### src/rtl/pws_pkg.sv
package pws_pkg;
  typedef enum logic [2:0] {
    ST_IDLE,
    ST_LOAD,
    ST_PROG,
    ST_COMMIT,
    ST_DRAIN
  } pws_state_t;
endpackage

### src/rtl/pws_tick_timer.sv
module pws_tick_timer #(
  parameter int CNT_W = 16
) (
  input  logic             clk,
  input  logic             rst,
  input  logic             load,
  input  logic [CNT_W-1:0] load_val,
  output logic             zero
);
  logic [CNT_W-1:0] cnt_q;

  always_ff @(posedge clk) begin
    if (rst) cnt_q <= '0;
    else if (load) cnt_q <= load_val;
    else if (cnt_q != '0) cnt_q <= cnt_q - 1'b1;
  end

  assign zero = (cnt_q == '0);
endmodule

### src/rtl/pws_page_buf.sv
module pws_page_buf #(
  parameter int PAGE_BYTES = 64,
  parameter int OFF_W      = $clog2(PAGE_BYTES)
) (
  input  logic             clk,
  input  logic             rst,
  input  logic             we,
  input  logic             restart,
  input  logic             clr,
  input  logic [OFF_W-1:0] woff,
  input  logic [7:0]       wdata,
  input  logic [OFF_W-1:0] roff,
  output logic [7:0]       rdata,
  output logic             rbit
);
  logic [7:0]            mem [PAGE_BYTES];
  logic [PAGE_BYTES-1:0] filled_q;
  logic [PAGE_BYTES-1:0] fill_set;

  // data store: write port plus registered read, no reset
  always_ff @(posedge clk) begin
    if (we) mem[woff] <= wdata;
    rdata <= mem[roff];
  end

  always_comb begin
    fill_set = restart ? '0 : filled_q;
    fill_set[woff] = 1'b1;
  end

  always_ff @(posedge clk) begin
    if (rst) begin
      filled_q <= '0;
      rbit     <= 1'b0;
    end else begin
      if (clr) filled_q <= '0;
      else if (we) filled_q <= fill_set;
      rbit <= filled_q[roff];
    end
  end
endmodule

### src/rtl/pws_status.sv
module pws_status (
  input  logic       clk,
  input  logic       rst,
  input  logic       rd_en,
  input  logic       busy,
  input  logic [7:0] arr_data,
  input  logic [7:0] last_data,
  output logic [7:0] rd_data,
  output logic       rd_valid
);
  logic tog_q;

  always_ff @(posedge clk) begin
    if (rst) begin
      tog_q    <= 1'b0;
      rd_data  <= '0;
      rd_valid <= 1'b0;
    end else begin
      rd_valid <= rd_en;
      if (rd_en) begin
        if (busy) begin
          rd_data <= {~last_data[7], tog_q, last_data[5:0]};
          tog_q   <= ~tog_q;
        end else begin
          rd_data <= arr_data;
        end
      end
    end
  end
endmodule

### src/rtl/page_write_seq.sv
module page_write_seq #(
  parameter int ADDR_W     = 15,
  parameter int PAGE_BYTES = 64,
  parameter int GAP_TICKS  = 1000,
  parameter int PROG_TICKS = 50000
) (
  input  logic              clk,
  input  logic              rst,
  input  logic              wr_en,
  input  logic [ADDR_W-1:0] wr_addr,
  input  logic [7:0]        wr_data,
  input  logic              rd_en,
  input  logic [7:0]        rd_arr_data,
  output logic [7:0]        rd_data,
  output logic              rd_valid,
  output logic              cm_valid,
  output logic [ADDR_W-1:0] cm_addr,
  output logic [7:0]        cm_data,
  output logic              busy
);
  import pws_pkg::*;

  localparam int OFF_W  = $clog2(PAGE_BYTES);
  localparam int PG_W   = ADDR_W - OFF_W;
  localparam int T_MAX  = (GAP_TICKS > PROG_TICKS) ? GAP_TICKS : PROG_TICKS;
  localparam int CNT_W  = $clog2(T_MAX + 1);
  localparam logic [OFF_W-1:0] LAST_OFF = OFF_W'(PAGE_BYTES - 1);

  pws_state_t       state_q;
  logic [PG_W-1:0]  page_q;
  logic [7:0]       last_q;
  logic [OFF_W-1:0] idx_q;
  logic [OFF_W-1:0] off_q;
  logic             stg_q;

  logic             accept, same_pg, buf_we, buf_clr, restart;
  logic             tmr_load, tmr_zero, fill_bit;
  logic [CNT_W-1:0] tmr_val;

  assign busy    = (state_q == ST_PROG) || (state_q == ST_COMMIT) || (state_q == ST_DRAIN);
  assign accept  = wr_en && !busy;
  assign same_pg = (wr_addr[ADDR_W-1:OFF_W] == page_q);
  assign restart = (state_q == ST_IDLE);
  assign buf_we  = accept && ((state_q == ST_IDLE) || ((state_q == ST_LOAD) && same_pg));
  assign buf_clr = ((state_q == ST_LOAD) && accept && !same_pg) ||
                   ((state_q == ST_COMMIT) && (idx_q == LAST_OFF));
  assign tmr_load = buf_we || ((state_q == ST_LOAD) && !accept && tmr_zero);
  assign tmr_val  = buf_we ? CNT_W'(GAP_TICKS) : CNT_W'(PROG_TICKS);

  always_ff @(posedge clk) begin
    if (rst) begin
      state_q <= ST_IDLE;
      page_q  <= '0;
      last_q  <= '0;
      idx_q   <= '0;
    end else begin
      if (accept) last_q <= wr_data;
      unique case (state_q)
        ST_IDLE: if (accept) begin
          state_q <= ST_LOAD;
          page_q  <= wr_addr[ADDR_W-1:OFF_W];
        end
        ST_LOAD: begin
          if (accept) begin
            if (!same_pg) state_q <= ST_IDLE;
          end else if (tmr_zero) begin
            state_q <= ST_PROG;
          end
        end
        ST_PROG: begin
          idx_q <= '0;
          if (tmr_zero) state_q <= ST_COMMIT;
        end
        ST_COMMIT: begin
          idx_q <= idx_q + 1'b1;
          if (idx_q == LAST_OFF) state_q <= ST_DRAIN;
        end
        ST_DRAIN: state_q <= ST_IDLE;
        default:  state_q <= ST_IDLE;
      endcase
    end
  end

  // commit pipeline stage aligned with the registered buffer read
  always_ff @(posedge clk) begin
    if (rst) begin
      stg_q <= 1'b0;
      off_q <= '0;
    end else begin
      stg_q <= (state_q == ST_COMMIT);
      off_q <= idx_q;
    end
  end

  assign cm_valid = stg_q && fill_bit;
  assign cm_addr  = {page_q, off_q};

  pws_tick_timer #(.CNT_W(CNT_W)) u_timer (
    .clk(clk), .rst(rst), .load(tmr_load), .load_val(tmr_val), .zero(tmr_zero)
  );

  pws_page_buf #(.PAGE_BYTES(PAGE_BYTES), .OFF_W(OFF_W)) u_buf (
    .clk(clk), .rst(rst), .we(buf_we), .restart(restart), .clr(buf_clr),
    .woff(wr_addr[OFF_W-1:0]), .wdata(wr_data), .roff(idx_q),
    .rdata(cm_data), .rbit(fill_bit)
  );

  pws_status u_stat (
    .clk(clk), .rst(rst), .rd_en(rd_en), .busy(busy), .arr_data(rd_arr_data),
    .last_data(last_q), .rd_data(rd_data), .rd_valid(rd_valid)
  );
endmodule

### config.mk
export PLATFORM = sky130hd
export DESIGN_NAME = page_write_seq
export DESIGN_NICKNAME = d
export VERILOG_FILES = /design/src/rtl/pws_pkg.sv /design/src/rtl/pws_tick_timer.sv /design/src/rtl/pws_page_buf.sv /design/src/rtl/pws_status.sv /design/src/rtl/page_write_seq.sv
export SDC_FILE = /design/constraint.sdc
export NUM_CORES = 1
export LEC_CHECK = 0
export ABC_AREA = 1
export BUFFER_PORTS_ARGS = -buffer_cell sky130_fd_sc_hd__buf_2
export CAP_MARGIN = 20
export CORE_MARGIN = 2
export CORE_UTILIZATION = 50
export CTS_BUF_LIST = sky130_fd_sc_hd__clkbuf_16
export CTS_CLUSTER_SIZE = 40
export DETAILED_ROUTE_END_ITERATION = 10
export PLACE_DENSITY = 0.72
export SLEW_MARGIN = 20
export SYNTH_ARGS = -nofsm -noshare
export SYNTH_HDL_FRONTEND = slang
export SYNTH_SLANG_ARGS = --single-unit
### constraint.sdc
create_clock -name clk -period 2.5 [get_ports clk]
set_input_delay 0.375 -clock clk [delete_from_list [all_inputs] [get_ports clk]]
set_output_delay 0.375 -clock clk [all_outputs]
set_load 0.005 [all_outputs]
==> metrics.txt, run 1 <==
# TYPE chip_impl_metric gauge
chip_impl_metric{name="final_antenna_net_count",unit=""} 0
chip_impl_metric{name="syn2layout_area_growth",unit="%"} 13.5
chip_impl_metric{name="hold_viol",unit=""} 0
chip_impl_metric{name="finalSetupViolations",unit=""} 0
chip_impl_metric{name="clkSlewWorstSetupHoldPaths",unit="ps"} 60
chip_impl_metric{name="boundaryPins",unit=""} 69
chip_impl_metric{name="vias_per_cell",unit=""} 5.98
chip_impl_metric{name="finalCoreUtilization",unit=""} 0.571
chip_impl_info{name="grt_setup_unrepaired",value="no"} 1
chip_impl_metric{name="clk_latency",unit="ps"} 600
chip_impl_metric{name="detailedPlace.worstSlack",unit="ps"} 165
chip_impl_metric{name="post_synth_mux_area_share",unit=""} 0
chip_impl_info{name="synthTopCellsByArea",value="sky130_fd_sc_hd__edfxtp_1 (58%), sky130_fd_sc_hd__dfxtp_1 (10%), sky130_fd_sc_hd__nand2_1 (6.1%)"} 1
chip_impl_metric{name="fmax",unit="GHz"} 0.445
chip_impl_metric{name="grt_first_pass_wirelength",unit="um"} 111000
chip_impl_metric{name="synth_sequential_area_ratio",unit=""} 0.684
chip_impl_metric{name="post_cts_resized",unit=""} 0
chip_impl_metric{name="number_of_enable_flip_flop_cells_after_synthesis",unit=""} 512
chip_impl_metric{name="skew",unit="ps"} 21.4
chip_impl_metric{name="nets",unit=""} 2599
chip_impl_info{name="main_combinational_cell_family_by_area_after_synthesis",value="simple AND/OR/NAND/NOR gates"} 1
chip_impl_metric{name="post_synth_instance_area",unit="mm^2"} 0.0263
chip_impl_info{name="end_kind",value="flip-flop"} 1
chip_impl_metric{name="die_h",unit="um"} 233
chip_impl_metric{name="synth_area_per_cell",unit="um^2"} 10.6
chip_impl_info{name="cp-start-kind",value="flip-flop"} 1
chip_impl_metric{name="grt.overflow.total",unit=""} 0
chip_impl_info{name="cell_taking_the_most_area_after_synthesis",value="sky130_fd_sc_hd__edfxtp_1"} 1
chip_impl_metric{name="floorplan.rows",unit=""} 84
chip_impl_metric{name="gp_routability_congestion",unit=""} 0.894
chip_impl_metric{name="fin_ws",unit="ps"} 251
chip_impl_metric{name="synth-simple-area-share",unit=""} 0.151
chip_impl_metric{name="yosys_register_bits",unit=""} 643
chip_impl_metric{name="worst-endpoint-required",unit="ps"} 2950
chip_impl_metric{name="postSynthNetCount",unit=""} 2521
chip_impl_metric{name="htree_levels",unit=""} 3
chip_impl_metric{name="antenna_found_initial",unit=""} 0
chip_impl_metric{name="die_width",unit="um"} 233
chip_impl_metric{name="maxCapViolations",unit=""} 0
chip_impl_metric{name="final_hpwl_dp",unit="um"} 46000
chip_impl_metric{name="power_leakage",unit="nW"} 11.1
chip_impl_metric{name="peakVddDrop",unit="V"} 0.000458
chip_impl_metric{name="clock_sinks",unit=""} 643
chip_impl_metric{name="die-area",unit="mm^2"} 0.0545
chip_impl_metric{name="timing.max_slew.rel_slack",unit=""} 0.319
chip_impl_metric{name="post_route_cells_drive_above_1_share",unit=""} 0.105
chip_impl_metric{name="starting_utilization_of_the_core_area",unit=""} 0.503
chip_impl_metric{name="synth-adder-area-share",unit=""} 0.00143
chip_impl_metric{name="netlist_instances",unit=""} 2483
chip_impl_metric{name="timing.final.crit_share",unit=""} 0.899
chip_impl_metric{name="hold-worst-slack",unit="ps"} 26.5
chip_impl_metric{name="drc",unit=""} 0
chip_impl_metric{name="first_iter_violations",unit=""} 2432
chip_impl_metric{name="coreArea",unit="mm^2"} 0.0523
chip_impl_metric{name="drt-pass1-iter-count",unit=""} 6
chip_impl_metric{name="number_of_global_route_vias_before_repair",unit=""} 18916
chip_impl_metric{name="slew_viol_final",unit=""} 0
chip_impl_metric{name="clk_path_buf_depth",unit=""} 3
chip_impl_metric{name="critPathArrivalTime",unit="ps"} 2700
chip_impl_info{name="synthTopCellsByCount",value="sky130_fd_sc_hd__edfxtp_1 (512), sky130_fd_sc_hd__nand2_1 (429), sky130_fd_sc_hd__nor2_1 (375), sky130_fd_sc_hd__o21ai_0 (248), sky130_fd_sc_hd__o22ai_1 (145)"} 1
chip_impl_metric{name="synth_xor_area_frac",unit=""} 0.00433
chip_impl_info{name="ctsRootBufferMaster",value="sky130_fd_sc_hd__clkbuf_16"} 1
chip_impl_metric{name="synth_top_area_share",unit=""} 0.584
chip_impl_metric{name="cts_buffers",unit=""} 66
chip_impl_metric{name="setup_tns",unit="ps"} 0
chip_impl_metric{name="async_reset_ff_frac",unit=""} 0
chip_impl_metric{name="synth_warnings",unit=""} 0
chip_impl_metric{name="worst-slew-pin-transition",unit="ps"} 1020
chip_impl_metric{name="hold_fix_buffer_count_after_cts",unit=""} 0
chip_impl_info{name="timing.setup.critical_path_class",value="reg -> reg"} 1
chip_impl_metric{name="grt_util_all_layers",unit=""} 0.272
chip_impl_metric{name="pin_count_of_the_biggest_net_entering_global_routing",unit=""} 99
chip_impl_metric{name="fin_crit",unit="ps"} 2250
chip_impl_metric{name="vias",unit=""} 19744
chip_impl_info{name="holdCritPathClass",value="in -> reg"} 1
chip_impl_metric{name="synth_compound_area_frac",unit=""} 0.115
chip_impl_metric{name="routed_wirelength_normalized_by_instance_count",unit="um"} 22.4
chip_impl_info{name="most_instantiated_library_cell_after_synthesis",value="sky130_fd_sc_hd__edfxtp_1"} 1
chip_impl_info{name="clock_tree_from_tritoncts",value="yes"} 1
chip_impl_metric{name="count_of_buffers_inserted_at_the_top_level_ports",unit=""} 68
chip_impl_metric{name="setup_buffers_after_cts",unit=""} 0
chip_impl_metric{name="pwr_density_cell",unit="mW/mm^2"} 853
chip_impl_metric{name="critPathMaxFanout",unit=""} 59
chip_impl_info{name="status",value="finished, final reports clean"} 1
chip_impl_info{name="dominantRegCellSynth",value="sky130_fd_sc_hd__edfxtp_1"} 1
chip_impl_metric{name="postRouteWirelength",unit="um"} 73800
chip_impl_metric{name="count_of_antenna_diodes_in_the_layout",unit=""} 0
chip_impl_metric{name="yosys.cell_types.count",unit=""} 39
-- path summary, 6_finish.rpt --
| kind | depth (start not counted) | slack [ps] | endpoint | startpoint |
|---|---|---|---|---|
| worst max-delay path | 10 | 250 | u_buf.rdata[1]$_DFF_P_ | idx_q[0]$_SDFFE_PP0P_ |
| worst min-delay path | 3 | 30 | u_stat.rd_data[6]$_SDFFE_PP0P_ | rd_arr_data[6] |
| worst max register to register | 10 | 250 | u_buf.rdata[1]$_DFF_P_ | idx_q[0]$_SDFFE_PP0P_ |
| worst min register to register | 2 | 460 | u_buf.filled_q[50]$_SDFFE_PP0P_ | u_buf.filled_q[50]$_SDFFE_PP0P_ |
-- cell families (layout without fill, tap and decap cells) --
logic type	after synthesis	count (layout)
xor gates and xnor gates	13	13
adders and majority gates	3	3
AOI/OAI and AO/OA	559	559
buffers and inverters	279	407
and+or+nand+nor	986	986
DFF	643	643
-- critical path, cell delays in order (launching register included) --
cell	delay, ps
sky130_fd_sc_hd__dfxtp_4	520
sky130_fd_sc_hd__inv_8	160
sky130_fd_sc_hd__buf_12	230
sky130_fd_sc_hd__o21ai_0	280
sky130_fd_sc_hd__o22ai_1	120
sky130_fd_sc_hd__nand2_1	70
sky130_fd_sc_hd__nand2_1	60
sky130_fd_sc_hd__nand2_1	60
sky130_fd_sc_hd__nand3_1	200
sky130_fd_sc_hd__nand3_1	200
sky130_fd_sc_hd__nand2_1	140
-- power breakdown --
part / total, mW / leakage (nW) / switching, mW / internal [mW]
registers: 12.1 / 5.67 / 0.229 / 11.8
logic: 4.24 / 4.38 / 2.94 / 1.30
clock network: 9.19 / 1.04 / 4.00 / 5.19
total: 25.5 / 11.1 / 7.17 / 18.3
-- area by class of cell --
| type | instances | area (um^2) |
|---|---|---|
| Clock buffer | 69 | 1730 |
| Clock inverter | 49 | 275 |
| Fill cell | 4296 | 22500 |
| Inverter | 121 | 463 |
| Multi-Input combinational cell | 1561 | 7180 |
| Sequential cell | 643 | 18000 |
| Tap cell | 688 | 861 |
| Timing Repair Buffer | 168 | 1370 |
-- layout by cell type, fill, tap and decap left out, drive strengths merged --
cell type | synthesis | final
nor3b | 1 | 1
or2 | 1 | 1
inv | 119 | 141
o22ai | 145 | 145
clkinvlp | 0 | 4
ha | 3 | 3
nor3 | 17 | 17
nor2 | 378 | 378
a31oi | 4 | 4
a21oi | 86 | 86
bufinv | 0 | 2
o31ai | 3 | 3
nor4 | 1 | 1
xor2 | 6 | 6
a221oi | 2 | 2
nand3b | 4 | 4
and2 | 2 | 2
nand4 | 8 | 8
o21ai | 310 | 310
edfxtp | 512 | 512
a22o | 1 | 1
xnor2 | 7 | 7
clkbuf | 86 | 69
buf | 72 | 168
o211ai | 7 | 7
nand3 | 144 | 144
dfxtp | 131 | 131
a211oi | 1 | 1
nand2 | 430 | 430
clkinv | 2 | 23
-- routing by layer --
layer | vias up | GRT usage | routed length (um)
met3 | 162 | 0.0508 | 7660
li1 | 8863 | - | -
met2 | 1135 | 0.438 | 34300
met4 | 0 | 0.102 | 2320
met1 | 9584 | 0.368 | 29500
met5 | - | 0 | 0
-- registers in the layout (all words and copies together) (netlist names) --
| signal | cells |
|---|---|
| u_stat.rd_valid | 1 |
| u_timer.cnt_q | 16 |
| u_buf.mem | 512 |
| page_q | 9 |
| u_buf.filled_q | 64 |
| last_q | 7 |
| u_stat.tog_q | 1 |
| u_buf.rbit | 1 |
| state_q | 3 |
| u_buf.rdata | 8 |
| u_stat.rd_data | 8 |
| idx_q | 6 |
| stg_q | 1 |
| off_q | 6 |
-- metrics by stage --
stage	cells	total power [mW]	instance area [um^2]
finish	3299	25.5	29900
global placement	3181	16.4	27900
global route	3299	26.5	29900
CTS	3299	25.5	29900
detailed placement	3181	16.4	27900
floorplan	2483	15.0	26300
(Power assumes the default switching activity.)
==> run 2: changes to the inputs <==
ABC_AREA = unset   (was 1)
CTS_BUF_LIST = unset   (was sky130_fd_sc_hd__clkbuf_16)
==> metrics.txt, run 2 <==
# TYPE chip_impl_metric gauge
chip_impl_metric{name="die-area",unit="mm^2"} 0.0536
chip_impl_metric{name="final_hpwl_dp",unit="um"} 41300
chip_impl_metric{name="maxCapViolations",unit=""} 0
chip_impl_metric{name="hold-worst-slack",unit="ps"} 46.3
chip_impl_metric{name="finalSetupViolations",unit=""} 0
chip_impl_metric{name="worst-endpoint-required",unit="ps"} 2910
chip_impl_metric{name="clk_path_buf_depth",unit=""} 3
chip_impl_info{name="cell_taking_the_most_area_after_synthesis",value="sky130_fd_sc_hd__edfxtp_1"} 1
chip_impl_metric{name="post_route_cells_drive_above_1_share",unit=""} 0.275
chip_impl_metric{name="power_leakage",unit="nW"} 10.3
chip_impl_info{name="main_combinational_cell_family_by_area_after_synthesis",value="multiplexers"} 1
chip_impl_metric{name="peakVddDrop",unit="V"} 0.000549
chip_impl_info{name="mostFrequentLayoutCells",value="sky130_fd_sc_hd__edfxtp_1 (512), sky130_fd_sc_hd__buf_4 (153), sky130_fd_sc_hd__mux4_2 (139)"} 1
chip_impl_metric{name="synth-adder-area-share",unit=""} 0.00145
chip_impl_info{name="end_kind",value="flip-flop"} 1
chip_impl_info{name="timing.setup.critical_path_class",value="reg -> reg"} 1
chip_impl_metric{name="yosys.cell_types.count",unit=""} 59
chip_impl_info{name="synthTopCellsByCount",value="sky130_fd_sc_hd__edfxtp_1 (512), sky130_fd_sc_hd__mux4_2 (139), sky130_fd_sc_hd__dfxtp_1 (131), sky130_fd_sc_hd__nor2_1 (121), sky130_fd_sc_hd__nand2_1 (113)"} 1
chip_impl_metric{name="grt_util_all_layers",unit=""} 0.236
chip_impl_metric{name="slew_viol_final",unit=""} 0
chip_impl_metric{name="postRouteWirelength",unit="um"} 62400
chip_impl_metric{name="starting_utilization_of_the_core_area",unit=""} 0.506
chip_impl_metric{name="netlist_instances",unit=""} 1650
chip_impl_metric{name="timing.final.crit_share",unit=""} 0.963
chip_impl_metric{name="yosys_register_bits",unit=""} 643
chip_impl_info{name="most_instantiated_library_cell_after_synthesis",value="sky130_fd_sc_hd__edfxtp_1"} 1
chip_impl_metric{name="grt.overflow.total",unit=""} 0
chip_impl_metric{name="clk_latency",unit="ps"} 600
chip_impl_metric{name="vias",unit=""} 15618
chip_impl_metric{name="fin_ws",unit="ps"} 93.1
chip_impl_info{name="ctsRootBufferMaster",value="sky130_fd_sc_hd__clkbuf_16"} 1
chip_impl_metric{name="synth_xor_area_frac",unit=""} 0.00609
chip_impl_metric{name="hold_viol",unit=""} 0
chip_impl_metric{name="die_h",unit="um"} 232
chip_impl_info{name="dominantRegCellSynth",value="sky130_fd_sc_hd__edfxtp_1"} 1
chip_impl_metric{name="final_antenna_net_count",unit=""} 0
chip_impl_metric{name="grt_first_pass_wirelength",unit="um"} 94800
chip_impl_info{name="largest_register",value="u_buf.mem"} 1
chip_impl_metric{name="synth_compound_area_frac",unit=""} 0.0694
chip_impl_metric{name="worst-slew-pin-transition",unit="ps"} 902
chip_impl_metric{name="floorplan.rows",unit=""} 83
chip_impl_metric{name="pwr_density_cell",unit="mW/mm^2"} 738
chip_impl_metric{name="detailedPlace.worstSlack",unit="ps"} 20.5
chip_impl_metric{name="clock_sinks",unit=""} 643
chip_impl_metric{name="synth-simple-area-share",unit=""} 0.0631
chip_impl_info{name="holdCritPathClass",value="in -> reg"} 1
chip_impl_metric{name="post_cts_resized",unit=""} 0
chip_impl_metric{name="worst-path-stages",unit=""} 6
chip_impl_metric{name="fmax",unit="GHz"} 0.415
chip_impl_metric{name="drc",unit=""} 0
chip_impl_info{name="clock_tree_from_tritoncts",value="yes"} 1
chip_impl_info{name="cp_top_family",value="compound AO/OA/AOI/OAI gates"} 1
chip_impl_metric{name="critPathArrivalTime",unit="ps"} 2820
chip_impl_info{name="cp_cell_sequence",value="nand2b_1, buf_4, o22ai_1, nor2_1, nor2_1, o31ai_1"} 1
chip_impl_metric{name="post_synth_mux_area_share",unit=""} 0.139
chip_impl_metric{name="number_of_enable_flip_flop_cells_after_synthesis",unit=""} 512
chip_impl_metric{name="post_synth_instance_area",unit="mm^2"} 0.0259
chip_impl_metric{name="async_reset_ff_frac",unit=""} 0
chip_impl_metric{name="gp_routability_congestion",unit=""} 0.914
chip_impl_metric{name="count_of_buffers_inserted_at_the_top_level_ports",unit=""} 68
chip_impl_metric{name="timing.max_slew.rel_slack",unit=""} 0.399
chip_impl_metric{name="die_width",unit="um"} 232
chip_impl_metric{name="first_iter_violations",unit=""} 1762
chip_impl_info{name="critPathSlowestCell",value="sky130_fd_sc_hd__dfxtp_2"} 1
chip_impl_metric{name="synth_area_per_cell",unit="um^2"} 15.7
chip_impl_metric{name="skew",unit="ps"} 23.8
chip_impl_metric{name="postSynthNetCount",unit=""} 1688
chip_impl_metric{name="timing.reg2reg.worst_path_depth",unit=""} 6
chip_impl_metric{name="critPathMaxFanout",unit=""} 13
chip_impl_metric{name="setup_tns",unit="ps"} 0
chip_impl_metric{name="vias_per_cell",unit=""} 6.03
chip_impl_metric{name="syn2layout_area_growth",unit="%"} 18.6
chip_impl_metric{name="finalCoreUtilization",unit=""} 0.600
chip_impl_metric{name="pin_count_of_the_biggest_net_entering_global_routing",unit=""} 74
chip_impl_info{name="status",value="finished, final reports clean"} 1
chip_impl_metric{name="number_of_global_route_vias_before_repair",unit=""} 15673
chip_impl_metric{name="crit_buf_inv",unit=""} 1
chip_impl_metric{name="synth_warnings",unit=""} 0
chip_impl_metric{name="setup_buffers_after_cts",unit=""} 0
chip_impl_metric{name="nets",unit=""} 1896
chip_impl_metric{name="cts_buffers",unit=""} 66
chip_impl_info{name="synthTopCellsByArea",value="sky130_fd_sc_hd__edfxtp_1 (59%), sky130_fd_sc_hd__mux4_2 (12%), sky130_fd_sc_hd__dfxtp_1 (10%)"} 1
chip_impl_metric{name="whs_path_depth",unit=""} 3
chip_impl_metric{name="drt-pass1-iter-count",unit=""} 6
chip_impl_metric{name="synth_sequential_area_ratio",unit=""} 0.695
chip_impl_metric{name="timing.critical_path.slowest_cell_delay",unit="ps"} 630
chip_impl_metric{name="fin_crit",unit="ps"} 2410
chip_impl_metric{name="antenna_found_initial",unit=""} 2
chip_impl_metric{name="hold_fix_buffer_count_after_cts",unit=""} 0
chip_impl_info{name="mostFrequentLayoutCell",value="sky130_fd_sc_hd__edfxtp_1"} 1
chip_impl_metric{name="coreArea",unit="mm^2"} 0.0512
chip_impl_metric{name="synth_top_area_share",unit=""} 0.594
chip_impl_metric{name="routed_wirelength_normalized_by_instance_count",unit="um"} 24.1
chip_impl_info{name="cp-start-kind",value="flip-flop"} 1
chip_impl_info{name="timing.critical_path.mode_cell",value="sky130_fd_sc_hd__nor2_1"} 1
chip_impl_info{name="grt_setup_unrepaired",value="no"} 1
chip_impl_metric{name="htree_levels",unit=""} 3
chip_impl_info{name="layout_top_registers",value="u_buf.mem x512, u_buf.filled_q x64, u_timer.cnt_q x16"} 1
chip_impl_metric{name="largest_register_ff_count",unit=""} 512
chip_impl_metric{name="boundaryPins",unit=""} 69
chip_impl_metric{name="clkSlewWorstSetupHoldPaths",unit="ps"} 60
[run 2: cell count changes after synthesis, moves of 15 or more]
cell	before	now
sky130_fd_sc_hd__o211ai_1	7	22
sky130_fd_sc_hd__o2111ai_1	0	20
sky130_fd_sc_hd__mux2i_1	0	37
sky130_fd_sc_hd__nand2_1	429	113
sky130_fd_sc_hd__o21ai_1	62	0
sky130_fd_sc_hd__nor2_1	375	121
sky130_fd_sc_hd__a21oi_1	86	109
sky130_fd_sc_hd__o21ai_0	248	57
sky130_fd_sc_hd__buf_2	51	24
sky130_fd_sc_hd__nor2b_1	0	22
sky130_fd_sc_hd__o22ai_1	145	22
sky130_fd_sc_hd__nand3_1	143	15
sky130_fd_sc_hd__mux4_2	0	139
sky130_fd_sc_hd__inv_1	112	44
[run 2: per-stage QoR]
step,std cells,power (mW),instance area [um^2]
floorplan,1650,12.6,25900
global placement,2470,13.1,28500
detailed placement,2470,13.1,28500
CTS,2590,22.8,30700
global route,2591,23.3,30700
finish,2591,22.7,30700
[run 2: cell families (layout without fill, tap and decap cells)]
kind of cell,after synthesis,after routing
flops,643,643
simple gates,348,348
compound gates,290,290
mux,185,185
buf+inv,163,423
xor+xnor,18,18
fa+ha+maj,3,3
other cells,0,1
[run 2: power breakdown]
part | internal [mW] | switching (mW)
clock | 5.76 | 3.99
sequential | 11.7 | 0.0982
combinational | 0.429 | 0.748
[run 2: worst paths after layout]
kind | start | endpoint | slack (ps)
worst max-delay path | idx_q[2]$_SDFFE_PP0P_ | u_buf.rdata[4]$_DFF_P_ | 90
worst min-delay path | wr_addr[10] | page_q[4]$_SDFFE_PP0P_ | 50
worst max register to register | idx_q[2]$_SDFFE_PP0P_ | u_buf.rdata[4]$_DFF_P_ | 90
worst min register to register | u_buf.filled_q[62]$_SDFFE_PP0P_ | u_buf.filled_q[62]$_SDFFE_PP0P_ | 460
[run 2: layout make-up]
class / count / area [um^2]
repair buffers: 259 / 2250
clock buffers: 88 / 1810
well taps: 680 / 851
flip-flops and latches: 643 / 18000
clock inverters: 32 / 354
multi-input cells: 844 / 7260
inverters: 44 / 165
fillers: 3713 / 20500
diodes: 1 / 2.50
[run 2: worst register-to-register path, cell delays in order (launching register included)]
cell	delay, ps
sky130_fd_sc_hd__dfxtp_2	630
sky130_fd_sc_hd__nand2b_1	370
sky130_fd_sc_hd__buf_4	240
sky130_fd_sc_hd__o22ai_1	150
sky130_fd_sc_hd__nor2_1	200
sky130_fd_sc_hd__nor2_1	80
sky130_fd_sc_hd__o31ai_1	560
[run 2: metal layers]
metal,global-route usage,part of all wire,up-vias
met5,0,0,-
met4,0.0807,0.030,0
met3,0.0559,0.094,122
met2,0.380,0.48,784
met1,0.319,0.40,7873
li1,-,-,6839
